===== config.mk =====
export PLATFORM = sky130hd
export DESIGN_NAME = bank_addr_decode
export DESIGN_NICKNAME = d
export VERILOG_FILES = /design/src/rtl/bank_dec_pkg.sv /design/src/rtl/region_decode.sv /design/src/rtl/cs_decoder.sv /design/src/rtl/bank_regs.sv /design/src/rtl/bank_addr_decode.sv
export SDC_FILE = /design/constraint.sdc
export NUM_CORES = 1
export LEC_CHECK = 0
export BUFFER_PORTS_ARGS = -buffer_cell sky130_fd_sc_hd__buf_4
export CAP_MARGIN = 15
export CORE_UTILIZATION = 42
export DETAILED_ROUTE_END_ITERATION = 8
export HOLD_SLACK_MARGIN = 0.05
export PLACE_DENSITY = 0.81
export REMOVE_ABC_BUFFERS = 1
export SLEW_MARGIN = 20
export SYNTH_ARGS = -nofsm -noshare
export SYNTH_HDL_FRONTEND = slang
export SYNTH_HIERARCHICAL = 1
export SYNTH_SLANG_ARGS = --single-unit
export TNS_END_PERCENT = 20

===== constraint.sdc =====
create_clock -name clk -period 2.2 [get_ports clk]
set_clock_uncertainty 0.05 [all_clocks]
set_input_delay 0.33 -clock clk [delete_from_list [all_inputs] [get_ports clk]]
set_output_delay 0.33 -clock clk [all_outputs]
set_load 0.02 [all_outputs]

===== src/rtl/bank_dec_pkg.sv =====
// Package: shared types and fixed locations for the banked address decoder.
// Assumes a 16-bit CPU address bus.
package bank_dec_pkg;

    // Target region chosen for one access
    typedef enum logic [1:0] {
        RGN_LOW  = 2'd0,
        RGN_IO   = 2'd1,
        RGN_HRAM = 2'd2,
        RGN_ROM  = 2'd3
    } region_e;

    localparam int unsigned CPU_AW = 16;

    // Store locations of the two bank registers
    localparam logic [CPU_AW-1:0] RAM_BANK_LOC = 16'h0000;
    localparam logic [CPU_AW-1:0] ROM_BANK_LOC = 16'h0001;

    // I/O page: A12..A8 all ones inside the $8000 quarter
    localparam logic [4:0] IO_PAGE_TAG = 5'b11111;

endpackage


===== src/rtl/region_decode.sv =====
// Module: region_decode
// Maps a CPU address to one target region. A15=0 is always low RAM.
// With A15=1, A14:A13 picks a quarter: the $8000 quarter is low RAM except
// the I/O page, the $A000 quarter is high RAM, the two upper quarters are ROM.
// Assumes a 16-bit address; purely combinational.
module region_decode
    import bank_dec_pkg::*;
(
    input  logic [CPU_AW-1:0] addr,
    output region_e           region
);

    logic [1:0] quarter;
    logic       io_page_hit;

    // Split the upper half of the map into four 8 KB quarters
    always_comb begin
        quarter     = addr[14:13];
        io_page_hit = (addr[12:8] == IO_PAGE_TAG);
    end

    // Select the region from A15, the quarter and the I/O page tag
    always_comb begin
        if (!addr[15]) begin
            region = RGN_LOW;
        end else begin
            unique case (quarter)
                2'b00:   region = io_page_hit ? RGN_IO : RGN_LOW;
                2'b01:   region = RGN_HRAM;
                default: region = RGN_ROM;
            endcase
        end
    end

endmodule


===== src/rtl/cs_decoder.sv =====
// Module: cs_decoder
// Generic N-to-2**N active-low select decoder with an enable.
// All outputs stay high when the enable is low.
module cs_decoder #(
    parameter int unsigned SEL_W = 2,
    localparam int unsigned OUT_N = 1 << SEL_W
) (
    input  logic             en,
    input  logic [SEL_W-1:0] sel,
    output logic [OUT_N-1:0] cs_n
);

    // One comparator per output line
    for (genvar i = 0; i < OUT_N; i++) begin : g_line
        assign cs_n[i] = !(en && (sel == SEL_W'(i)));
    end

endmodule


===== src/rtl/bank_regs.sv =====
// Module: bank_regs
// Holds the write-only RAM and ROM bank latches. A write access to the RAM
// bank location loads the full data byte. A write to the ROM bank location
// loads the low ROM_BANK_W data bits. Updates land on the clock edge that
// ends the write. Assumes one access per cycle and a synchronous active-low
// reset.
module bank_regs
    import bank_dec_pkg::*;
#(
    parameter int unsigned DATA_W     = 8,
    parameter int unsigned RAM_BANK_W = 8,
    parameter int unsigned ROM_BANK_W = 5
) (
    input  logic                  clk,
    input  logic                  rst_n,
    input  logic [CPU_AW-1:0]     addr,
    input  logic                  wr,
    input  logic [DATA_W-1:0]     din,
    output logic [RAM_BANK_W-1:0] ram_bank,
    output logic [ROM_BANK_W-1:0] rom_bank
);

    logic ram_ld;
    logic rom_ld;

    // Detect stores to each bank location
    always_comb begin
        ram_ld = wr && (addr == RAM_BANK_LOC);
        rom_ld = wr && (addr == ROM_BANK_LOC);
    end

    // RAM bank latch: clears on reset, loads on a store to its location
    always_ff @(posedge clk) begin
        if (!rst_n)      ram_bank <= '0;
        else if (ram_ld) ram_bank <= din[RAM_BANK_W-1:0];
    end

    // ROM bank latch: clears on reset, loads the low data bits on a store
    always_ff @(posedge clk) begin
        if (!rst_n)      rom_bank <= '0;
        else if (rom_ld) rom_bank <= din[ROM_BANK_W-1:0];
    end

    // a RAM bank store is visible after the edge ending it
    p_ram_bank_load_r6: assert property (@(posedge clk) disable iff (!rst_n)
        (wr && addr == 16'h0000) |=> (ram_bank == $past(din[RAM_BANK_W-1:0])));

    // a ROM bank store keeps only the low data bits
    p_rom_bank_load_r7: assert property (@(posedge clk) disable iff (!rst_n)
        (wr && addr == 16'h0001) |=> (rom_bank == $past(din[ROM_BANK_W-1:0])));

    // RAM bank holds when no store targets it
    p_ram_bank_hold_r9: assert property (@(posedge clk) disable iff (!rst_n)
        !(wr && addr == 16'h0000) |=> $stable(ram_bank));

    // ROM bank holds when no store targets it
    p_rom_bank_hold_r9: assert property (@(posedge clk) disable iff (!rst_n)
        !(wr && addr == 16'h0001) |=> $stable(rom_bank));

endmodule


===== src/rtl/bank_addr_decode.sv =====
// Module: bank_addr_decode (top)
// Address decode and bank selection for an 8-bit CPU with a 16-bit bus.
// Produces active-low selects for low RAM, the I/O page, a banked high-RAM
// window and a banked ROM window, plus their upper physical address lines.
// Assumes one complete access per clock cycle. Selects are combinational
// from the current address and the registered banks.
module bank_addr_decode
    import bank_dec_pkg::*;
#(
    parameter int unsigned DATA_W      = 8,
    parameter int unsigned RAM_BANK_W  = 8,
    parameter int unsigned HRAM_CHIP_W = 2,
    parameter int unsigned ROM_BANK_W  = 5,
    localparam int unsigned HRAM_LO_W  = RAM_BANK_W - HRAM_CHIP_W,
    localparam int unsigned HRAM_DEVS  = 1 << HRAM_CHIP_W
) (
    input  logic                  clk,
    input  logic                  rst_n,
    input  logic [15:0]           cpu_addr,
    input  logic                  cpu_wr,
    input  logic [DATA_W-1:0]     cpu_din,
    output logic [HRAM_LO_W-1:0]  hram_addr_hi,
    output logic [HRAM_DEVS-1:0]  hram_cs_n,
    output logic [ROM_BANK_W-1:0] rom_addr_hi,
    output logic                  rom_cs_n,
    output logic                  io_cs_n,
    output logic                  lram_cs_n,
    output logic                  lram_we_n
);

    region_e               region;
    logic [RAM_BANK_W-1:0] ram_bank;
    logic [ROM_BANK_W-1:0] rom_bank;
    logic                  hram_en;

    region_decode u_region (
        .addr   (cpu_addr),
        .region (region)
    );

    bank_regs #(
        .DATA_W     (DATA_W),
        .RAM_BANK_W (RAM_BANK_W),
        .ROM_BANK_W (ROM_BANK_W)
    ) u_banks (
        .clk      (clk),
        .rst_n    (rst_n),
        .addr     (cpu_addr),
        .wr       (cpu_wr),
        .din      (cpu_din),
        .ram_bank (ram_bank),
        .rom_bank (rom_bank)
    );

    // Enable the high-RAM device decoder only inside its window
    assign hram_en = (region == RGN_HRAM);

    cs_decoder #(.SEL_W(HRAM_CHIP_W)) u_hram_cs (
        .en   (hram_en),
        .sel  (ram_bank[RAM_BANK_W-1 -: HRAM_CHIP_W]),
        .cs_n (hram_cs_n)
    );

    // Drive the single-device selects and the low-RAM write strobe
    always_comb begin
        lram_cs_n = (region != RGN_LOW);
        io_cs_n   = (region != RGN_IO);
        rom_cs_n  = (region != RGN_ROM);
        lram_we_n = !((region == RGN_LOW) && cpu_wr);
    end

    // Upper physical address lines come straight from the bank latches
    always_comb begin
        hram_addr_hi = ram_bank[HRAM_LO_W-1:0];
        rom_addr_hi  = rom_bank;
    end

    // exactly one select is low in every cycle
    p_one_select_r8: assert property (@(posedge clk) disable iff (!rst_n)
        $countones({~hram_cs_n, ~rom_cs_n, ~io_cs_n, ~lram_cs_n}) == 1);

    // I/O select only inside page $9F
    p_io_page_only_r3: assert property (@(posedge clk) disable iff (!rst_n)
        !io_cs_n |-> (cpu_addr[15:8] == 8'h9F));

    // a high-RAM device is selected only inside $A000-$BFFF
    p_hram_window_r4: assert property (@(posedge clk) disable iff (!rst_n)
        (hram_cs_n != '1) |-> (cpu_addr[15:13] == 3'b101));

    // ROM select only in the top 16 KB
    p_rom_window_r5: assert property (@(posedge clk) disable iff (!rst_n)
        !rom_cs_n |-> (cpu_addr[15:14] == 2'b11));

    // low-RAM write strobe needs a write and the low-RAM select
    p_we_in_low_r10: assert property (@(posedge clk) disable iff (!rst_n)
        !lram_we_n |-> (cpu_wr && !lram_cs_n));

endmodule


==> run metrics, run 1 <==
RSZ-0062 raised after global routing false; total leakage power 0.4730 nW; Flop pwr share 50.7%; period utilization 83.62%; setup bufs post-CTS 0; CP required 1820 ps; Initial Util 44.87%; gpl congestion 0.6868; Synth Instances 75; Logic pwr share 17.5%; CTS tree built; Worst Hold Class in2reg; Clk network pwr share 31.8%; vias per cell 5.154; PostCTS Resize Cnt 0; largest net degree at the start of global routing 17; worst-path cell chain buf_4 > nand4b_1 > o21ai_1 > nor2b_1 > or3b_1 > buf_4; Die H 41.89 µm; Worst Tran Pin Value 308.4 ps; Tmin final 1840 ps; Startpoint Class primary input; Pre-Repair DR Iteration Count 4; VDD IR max 0.3677 mV; sequential fraction of the synthesis area 38.95%; core area 0.001489 mm²; most frequent cells in the layout 45 x buf_4, 17 x nand2_1, 13 x dfxtp_1, 10 x mux2i_1, 5 x nand3_1; remaining antenna violation count 0; fillcell total 132; nature of the critical path endpoint output pin; crit-path most repeated cell buf_4; ys async rst share 0%; CP max FO 5; nets 148; Max Fclk 0.5436 GHz; status finished clean; via count 701; final WL 1632 µm; Distinct cells, synth 24; GRT Residual Overflow 0; area delta synth->final 53.75%; # Max-Cap Violations 0; hold bufs inserted after CTS 0; 1st-iter DRT viols 10; Design Area, Final 0.001027 mm²; antenna violations before repair 0; Switching Fraction 24.92%; CTS H-tree depth 1; number of global-route vias before repair 655; I/O Buffers 45; DIE AREA 0.001754 mm²; Post-synth EDFFs 0; root buffer cell clkbuf_4; global-route usage over all layers 20.15%; Setup TNS 0 ps; Fin. Hold Viols 0; Yosys Warn Count 6; row cnt 14; Setup CP Type in2out; slowest stage delay, CP 380 ps; PD cells 451.1 mW/mm²; dpl cell area 999.7 µm²; DP Wirelength 1344 µm; slowest CP cell or3b_1; Longest Clk Path Bufs 2; Pint 0.3479 mW; clock-pin slew on the worst setup and hold paths 70 ps; most common cell after layout, fill and taps aside buf_4; clk sinks 13; # setup viols final 0; Net Sw Power 0.1155 mW; Clock Latency Late Sink 280 ps; first-pass GRT wire length 2691 µm; cts bufs inserted 3; ys flop type dfxtp_1; layout cell share with drive strength beyond 1 45.83%; number of I/O pins 46; # diodes 0; worst path arrival time 1460 ps; Max-slew headroom 79.30%; end-of-flow core utilization 68.99%; Mean Syn Cell Area 8.909 µm²; Post-route DRC 0; Yosys reg bits 13; post-DR wirelength/cell 12.00 µm; mapped cell area 668.1 µm²; Max Slew Vio Count 0; Die X-Extent 41.89 µm
==> cell type report <==
| cell class | instances | area [µm²] | share of cell area (%) |
|---|---|---|---|
| tap | 16 | 20.02 | 1.949 |
| clock buffer | 3 | 22.52 | 2.192 |
| multi-input combinational | 56 | 374.1 | 36.42 |
| clock inverter | 1 | 5.005 | 0.4872 |
| sequential | 13 | 260.3 | 25.33 |
| inverter | 2 | 7.507 | 0.7308 |
| timing repair buffer | 45 | 337.8 | 32.89 |
==> registers in the layout, indices dropped and copies added (netlist names) <==
register          flops
u_banks/ram_bank      8
u_banks/rom_bank      5
==> Yosys cell counts (all sizes together), types with 2 or more instances <==
master	n	share of area, %
nand2	18	10
dfxtp	13	39
mux2i	10	15
nand3	5	3.7
o21ai	4	3.0
a21oi	3	2.2
nor4	3	5.6
buf	2	2.8
clkbuf	2	1.1
inv	2	1.1
nand3b	2	2.2
or3b	2	2.6
==> cell families (layout without fill, tap and decap cells) <==
logic type             count (synthesis)  in the layout  synth area share, %
AOI/OAI and AO/OA                      8              8                6.365
buffers and inverters                  6             51                5.057
DFF                                   13             13                38.95
and+or+nand+nor                       38             38                34.65
muxes                                 10             10                14.98
==> critical path: cells and delay by family <==
| kind | cells | cell delay (ps) |
|---|---|---|
| AND/OR/NAND/NOR | 3 | 730 |
| buffers and inverters | 2 | 270 |
| AO/OA/AOI/OAI | 1 | 140 |
==> stage by stage <==
stage | worst slack [ps] | instances | hold slack, ps | total power, mW
2_1_floorplan | 631.7 | 71 | 427.6 | 0.2656
3_3_place_gp | 431.5 | 132 | 394.4 | 0.3198
3_5_place_dp | 369.1 | 132 | 403.7 | 0.3217
4_1_cts | 371.6 | 136 | 255.6 | 0.4727
5_1_grt | 282.9 | 136 | 251.4 | 0.4903
6_report | 360.4 | 136 | 265.4 | 0.4634
==> power groups by stage <==
stage	sequential (mW)	clock (mW)	combinational, mW
2_1_floorplan	0.241	0	0.0250
5_1_grt	0.235	0.168	0.0875
6_report	0.235	0.147	0.0810
3_5_place_dp	0.241	0	0.0811
4_1_cts	0.235	0.156	0.0814
3_3_place_gp	0.241	0	0.0792
==> layer usage <==
layer  vias to the layer above  track usage [%]  part of all wire (%)
li1                        354                -                     -
met1                       328            21.25                    40
met2                        17            36.56                    55
met3                         2            6.522                   4.6
met4                         0            7.742                  0.92
met5                         -                0                     0
==> final timing paths <==
| path | slack, ps | to | cells after the start | startpoint |
|---|---|---|---|---|
| hold / removal | 270 | u_banks/ram_bank[6] | 3 | cpu_din[6] |
| hold reg to reg | 420 | u_banks/ram_bank[3] | 2 | u_banks/ram_bank[3] |
| setup / recovery | 360 | hram_cs_n[0] | 6 | cpu_addr[13] |
| setup reg to reg | 1460 | u_banks/ram_bank[6] | 2 | u_banks/ram_bank[6] |
Power figures use the tool's default switching activity.
==> run 2, diff against run 1 <==
--- a/config.mk
+++ b/config.mk
@@ -7,10 +7,10 @@
 export LEC_CHECK = 0
 export BUFFER_PORTS_ARGS = -buffer_cell sky130_fd_sc_hd__buf_4
 export CAP_MARGIN = 15
-export CORE_UTILIZATION = 42
+export CORE_UTILIZATION = 39
 export DETAILED_ROUTE_END_ITERATION = 8
 export HOLD_SLACK_MARGIN = 0.05
-export PLACE_DENSITY = 0.81
+export PLACE_DENSITY = 0.76
 export REMOVE_ABC_BUFFERS = 1
 export SLEW_MARGIN = 20
 export SYNTH_ARGS = -nofsm -noshare
==> constraint.sdc (replaced) <==
create_clock -name clk -period 1.8 [get_ports clk]
set_clock_uncertainty 0.05 [all_clocks]
set_input_delay 0.27 -clock clk [delete_from_list [all_inputs] [get_ports clk]]
set_output_delay 0.27 -clock clk [all_outputs]
set_load 0.02 [all_outputs]
==> run 2 against run 1 <==
  * The flow now finishes with violations (design-rule violations)
  * Sequential power increased by 22%
  * Count of clock-buffer cells in the layout increased by 1
  * Clock power is 24% higher
  * Worst hold slack got worse by 58 ps
  * Combinational power up 23%
  * Cell area increased by 0.12%
  * Die area grew 7.3%
  * Global-route usage is 0.48 points lower
  * Setup slack worse by 220 ps
  * First-iteration DRC count is the same
  * Highest routed layer unchanged
  * Largest power group unchanged
  * Final cell count is the same
==> run metrics, run 2 (same netlist as run 1, synthesis figures left out) <==
Max Slew Vio Count 0; Setup CP Type in2out; number of global-route vias before repair 667; largest net degree at the start of global routing 17; global-route usage over all layers 19.67%; crit-path most repeated cell buf_4; gpl congestion 0.7384; worst-path cell chain buf_4 > nand4b_1 > o21ai_1 > nor2b_2 > or3b_1 > buf_4; nature of the critical path endpoint output pin; CP max FO 5; period utilization 92.28%; Hold Path Sink u_banks/ram_bank[6]; 1st-iter DRT viols 10; failing checks design-rule violations; slowest stage delay, CP 350 ps; reg2reg end u_banks/ram_bank[7]; register area 260.3 µm²; Crit Reg-Reg Startpoint u_banks/ram_bank[7]; Fin. Hold Viols 0; clk sinks 13; post-DR wirelength/cell 12.49 µm; Pre-Repair DR Iteration Count 5; CTS H-tree depth 1; layout cell share with drive strength beyond 1 45.83%; most common cell after layout, fill and taps aside buf_4; setup bufs post-CTS 0; root buffer cell clkbuf_4; total leakage power 0.4711 nW; Largest regs u_banks/ram_bank: 8 flops, u_banks/rom_bank: 5 flops; final WL 1698 µm; Worst Tran Pin Value 337.0 ps; row cnt 14; VDD IR max 0.3895 mV; nets 148; Die X-Extent 43.39 µm; # diodes 0; multi-input logic area 376.6 µm²; remaining antenna violation count 0; Longest Clk Path Bufs 2; reg2reg setup slack 1050 ps; vias per cell 5.037; first-pass GRT wire length 2780 µm; area delta synth->final 53.93%; Startpoint Class primary input; most frequent cells in the layout 45 x buf_4, 17 x nand2_1, 13 x dfxtp_1, 10 x mux2i_1, 5 x nand3_1; cts bufs inserted 3; clock-pin slew on the worst setup and hold paths 80 ps; core area 0.001559 mm²; Max-slew headroom 77.38%; via count 685; number of I/O pins 46; RSZ-0062 raised after global routing false; worst min-delay path startpoint cpu_din[6]; Worst Hold Class in2reg; Biggest register u_banks/ram_bank; status finished with violations; I/O Buffers 45; Clock Latency Late Sink 280 ps; worst path arrival time 1340 ps; max reg flops 8; Post-route DRC 4; GRT Residual Overflow 0; CTS tree built; fillcell total 137; Max Fclk 0.6021 GHz; end-of-flow core utilization 65.97%; # Max-Cap Violations 0; Hold Path Depth 3; antenna violations before repair 0; Setup TNS 0 ps; Initial Util 42.86%; DIE AREA 0.001883 mm²; r2r worst-path depth 2; # setup viols final 0; CP required 1480 ps; CP Launch Point cpu_addr[10]; PD cells 554.7 mW/mm²; slowest CP cell or3b_1; Die H 43.39 µm; Tmin final 1661 ps; DP Wirelength 1364 µm
run 2: critical path: cells and delay by family:
| family | cells | cell delay (ps) |
|---|---|---|
| simple gates | 3 | 630 |
| buf+inv | 2 | 280 |
| compound gates | 1 | 150 |
run 2: report_power, final:
group	leakage (nW)	total (mW)	internal, mW	switching, mW
Sequential	0.105	0.287	0.287	0.00000136
Clock	0.0150	0.183	0.0860	0.0970
Combinational	0.351	0.100	0.0558	0.0444
Total	0.471	0.570	0.429	0.141
run 2: stage by stage:
stage	cell area (µm²)	power (mW)	hold WS (ps)	setup slack (ps)	cells
floorplan	641.9	0.3247	367.6	351.7	71
global placement	999.7	0.3914	394.7	151.7	132
detailed placement	999.7	0.3940	403.2	94.15	132
CTS	1026	0.5778	199.1	95.39	136
global route	1028	0.5959	214.4	39.89	136
finish	1028	0.5705	207.2	139.0	136
run 2: layer usage:
layer / GRT usage [%] / vias up / routed length (µm)
met5: 0 / - / 0
met4: 6.875 / 0 / 8
met3: 6.667 / 2 / 73
met2: 33.64 / 15 / 933
met1: 22.92 / 316 / 683
li1: - / 352 / -
run 2: how the worst max path moves through the flow:
stage | endpoint | slack [ps]
after floorplan | hram_cs_n[0] | 350
after global placement | hram_cs_n[0] | 150
after detailed placement | hram_cs_n[0] | 90
after CTS | hram_cs_n[0] | 100
after global routing | hram_cs_n[0] | 40
final | hram_cs_n[0] | 140
run 2: area by class of cell:
cell class	count	area share, %
Sequential cell	13	25.30
Timing Repair Buffer	45	32.85
Multi-Input combinational cell	56	36.62
Tap cell	16	1.946
Clock buffer	4	2.555
Inverter	2	0.7299
run 2: what timing repair did:
| action | CTS | global route |
|---|---|---|
| hold endpoints to repair | 0 | 0 |
| gates resized for setup | 0 | 1 |
| endpoints found under the setup margin | 0 | 1 |
| hold buffers | 0 | 0 |
==> run 3, diff against run 2 <==
--- a/config.mk
+++ b/config.mk
@@ -7,6 +7,7 @@
 export LEC_CHECK = 0
 export BUFFER_PORTS_ARGS = -buffer_cell sky130_fd_sc_hd__buf_4
 export CAP_MARGIN = 15
+export CORE_ASPECT_RATIO = 1.2
 export CORE_UTILIZATION = 39
 export DETAILED_ROUTE_END_ITERATION = 8
 export HOLD_SLACK_MARGIN = 0.05
==> run 3 against run 2 <==
  * The run now ends clean
  * Critical endpoint unchanged
  * Clock power shrank 7%
  * Die area is essentially flat
  * Count of clock-buffer cells in the layout is the same
  * Final cell count grew 1.5%
  * Sequential share of layout area is the same
  * Combinational power is essentially flat
  * Flip-flop and latch count is the same
  * Critical path depth is the same
  * Cell area is the same
  * First-iteration DRC count shrank 20%
==> run metrics, run 3 (same netlist as run 1, synthesis figures left out) <==
I/O Buffers 45; DP Wirelength 1261 µm; max reg flops 8; DIE AREA 0.001883 mm²; worst min-delay path startpoint cpu_din[5]; core area 0.001622 mm²; Critical Path End hram_cs_n[0]; CTS tree built; status finished clean; RSZ-0062 raised after global routing false; largest net degree at the start of global routing 17; end-of-flow core utilization 63.43%; antenna violations before repair 0; Design Area, Final 0.001028 mm²; 1st-iter DRT viols 8; dpl cell area 0.001002 mm²; Most Crowded Layer GR met2; worst path arrival time 1360 ps; most frequent cells in the layout 45 x buf_4, 17 x nand2_1, 13 x dfxtp_1, 10 x mux2i_1, 5 x nand3_1; Place WS 109.4 ps; clk sinks 13; Worst Hold Class in2reg; PnR worst setup slack 119.2 ps; vias per cell 5.007; number of I/O pins 46; slowest stage delay, CP 370 ps; Worst Tran Pin Value 277.5 ps; Largest regs u_banks/ram_bank: 8 flops, u_banks/rom_bank: 5 flops; r2r worst-path depth 2; nets 148; reg2reg setup slack 1080 ps; hold bufs inserted after CTS 0; VDD IR max 0.4556 mV; area delta synth->final 53.93%; met3 Use GR 5.687%; nature of the critical path endpoint output pin; Tmin final 1681 ps; Fin. Hold Viols 0; Initial Util 41.20%; cts bufs inserted 3; number of global-route vias before repair 610; Max-slew headroom 81.38%; post-DR wirelength/cell 11.25 µm; Crit Reg-Reg Startpoint u_banks/ram_bank[7]; CP Launch Point cpu_addr[10]; Longest Clk Path Bufs 2; Post-route DRC 0; Die H 47.34 µm; via count 691; Clock Latency Late Sink 260 ps; CP max FO 5; Setup CP Type in2out; period utilization 93.38%; layout cell share with drive strength beyond 1 45.00%; row cnt 16; remaining antenna violation count 0; Max Slew Vio Count 0; CTS H-tree depth 1; PostCTS Resize Cnt 0; crit-path most repeated cell buf_4; fillcell total 162; met1 usage 16.67%; Pre-Repair DR Iteration Count 4; # Max-Cap Violations 0; Startpoint Class primary input; slowest CP cell or3b_1; met2 GRT Util 33.77%; GRT Residual Overflow 0; clock-pin slew on the worst setup and hold paths 80 ps; CP required 1480 ps; reg2reg end u_banks/ram_bank[7]; final WL 1553 µm; Setup TNS 0 ps; # setup viols final 0; PD cells 540.8 mW/mm²; setup bufs post-CTS 0; root buffer cell clkbuf_4; Max Fclk 0.5950 GHz; first-pass GRT wire length 2290 µm; global-route usage over all layers 17.78%; Biggest register u_banks/ram_bank; most common cell after layout, fill and taps aside buf_4; gpl congestion 0.6337; Die X-Extent 39.79 µm; total leakage power 0.4703 nW; worst-path cell chain buf_4 > nand4b_1 > o21ai_1 > nor2b_1 > or3b_1 > buf_4; # diodes 0
-- run 3: changes by cell type in the layout (fill, tap and decap cells not counted) --
cell     change
nor2b_1      +1
nor2b_2      -1
-- run 3: layout make-up --
class	instances	area, µm²	area share [%]
inverters	2	7.507	0.7299
multi-input cells	56	374.1	36.37
clock buffers	4	26.28	2.555
well taps	18	22.52	2.190
flip-flops and latches	13	260.3	25.30
repair buffers	45	337.8	32.85
-- run 3: metal layers --
| metal | share of wire [%] | up-vias |
|---|---|---|
| met5 | 0 | - |
| met4 | 0.52 | 0 |
| met3 | 12 | 2 |
| met2 | 50 | 36 |
| met1 | 37 | 302 |
| li1 | - | 351 |
-- run 3: worst min path at each step --
| stage | endpoint | slack [ps] | cells past startpoint |
|---|---|---|---|
| floorplan | u_banks/ram_bank[0] | 370 | 2 |
| global placement | u_banks/ram_bank[1] | 390 | 2 |
| detailed placement | u_banks/ram_bank[2] | 400 | 2 |
| CTS | u_banks/ram_bank[5] | 210 | 3 |
| global route | u_banks/ram_bank[5] | 230 | 3 |
| finish | u_banks/ram_bank[5] | 210 | 3 |
-- run 3: report_power, final --
group          switching (mW)  total (mW)  internal (mW)
Combinational          0.0430      0.0983         0.0554
Clock                  0.0852       0.171         0.0855
Sequential         0.00000136       0.287          0.287
Total                   0.128       0.556          0.428
-- run 3: per-stage QoR --
step	std cells	total power, mW	hold slack, ps
4_1_cts	138	0.5616	212.8
2_1_floorplan	71	0.3247	367.6
6_report	138	0.5562	214.6
5_1_grt	138	0.5833	225.3
3_3_place_gp	134	0.3916	394.5
3_5_place_dp	134	0.3929	396.7
-- run 3: critical path, delay by kind of cell --
kind | cells | cell delay, ps
buffers and inverters | 2 | 280
and+or+nand+nor | 3 | 690
AOI/OAI and AO/OA | 1 | 130
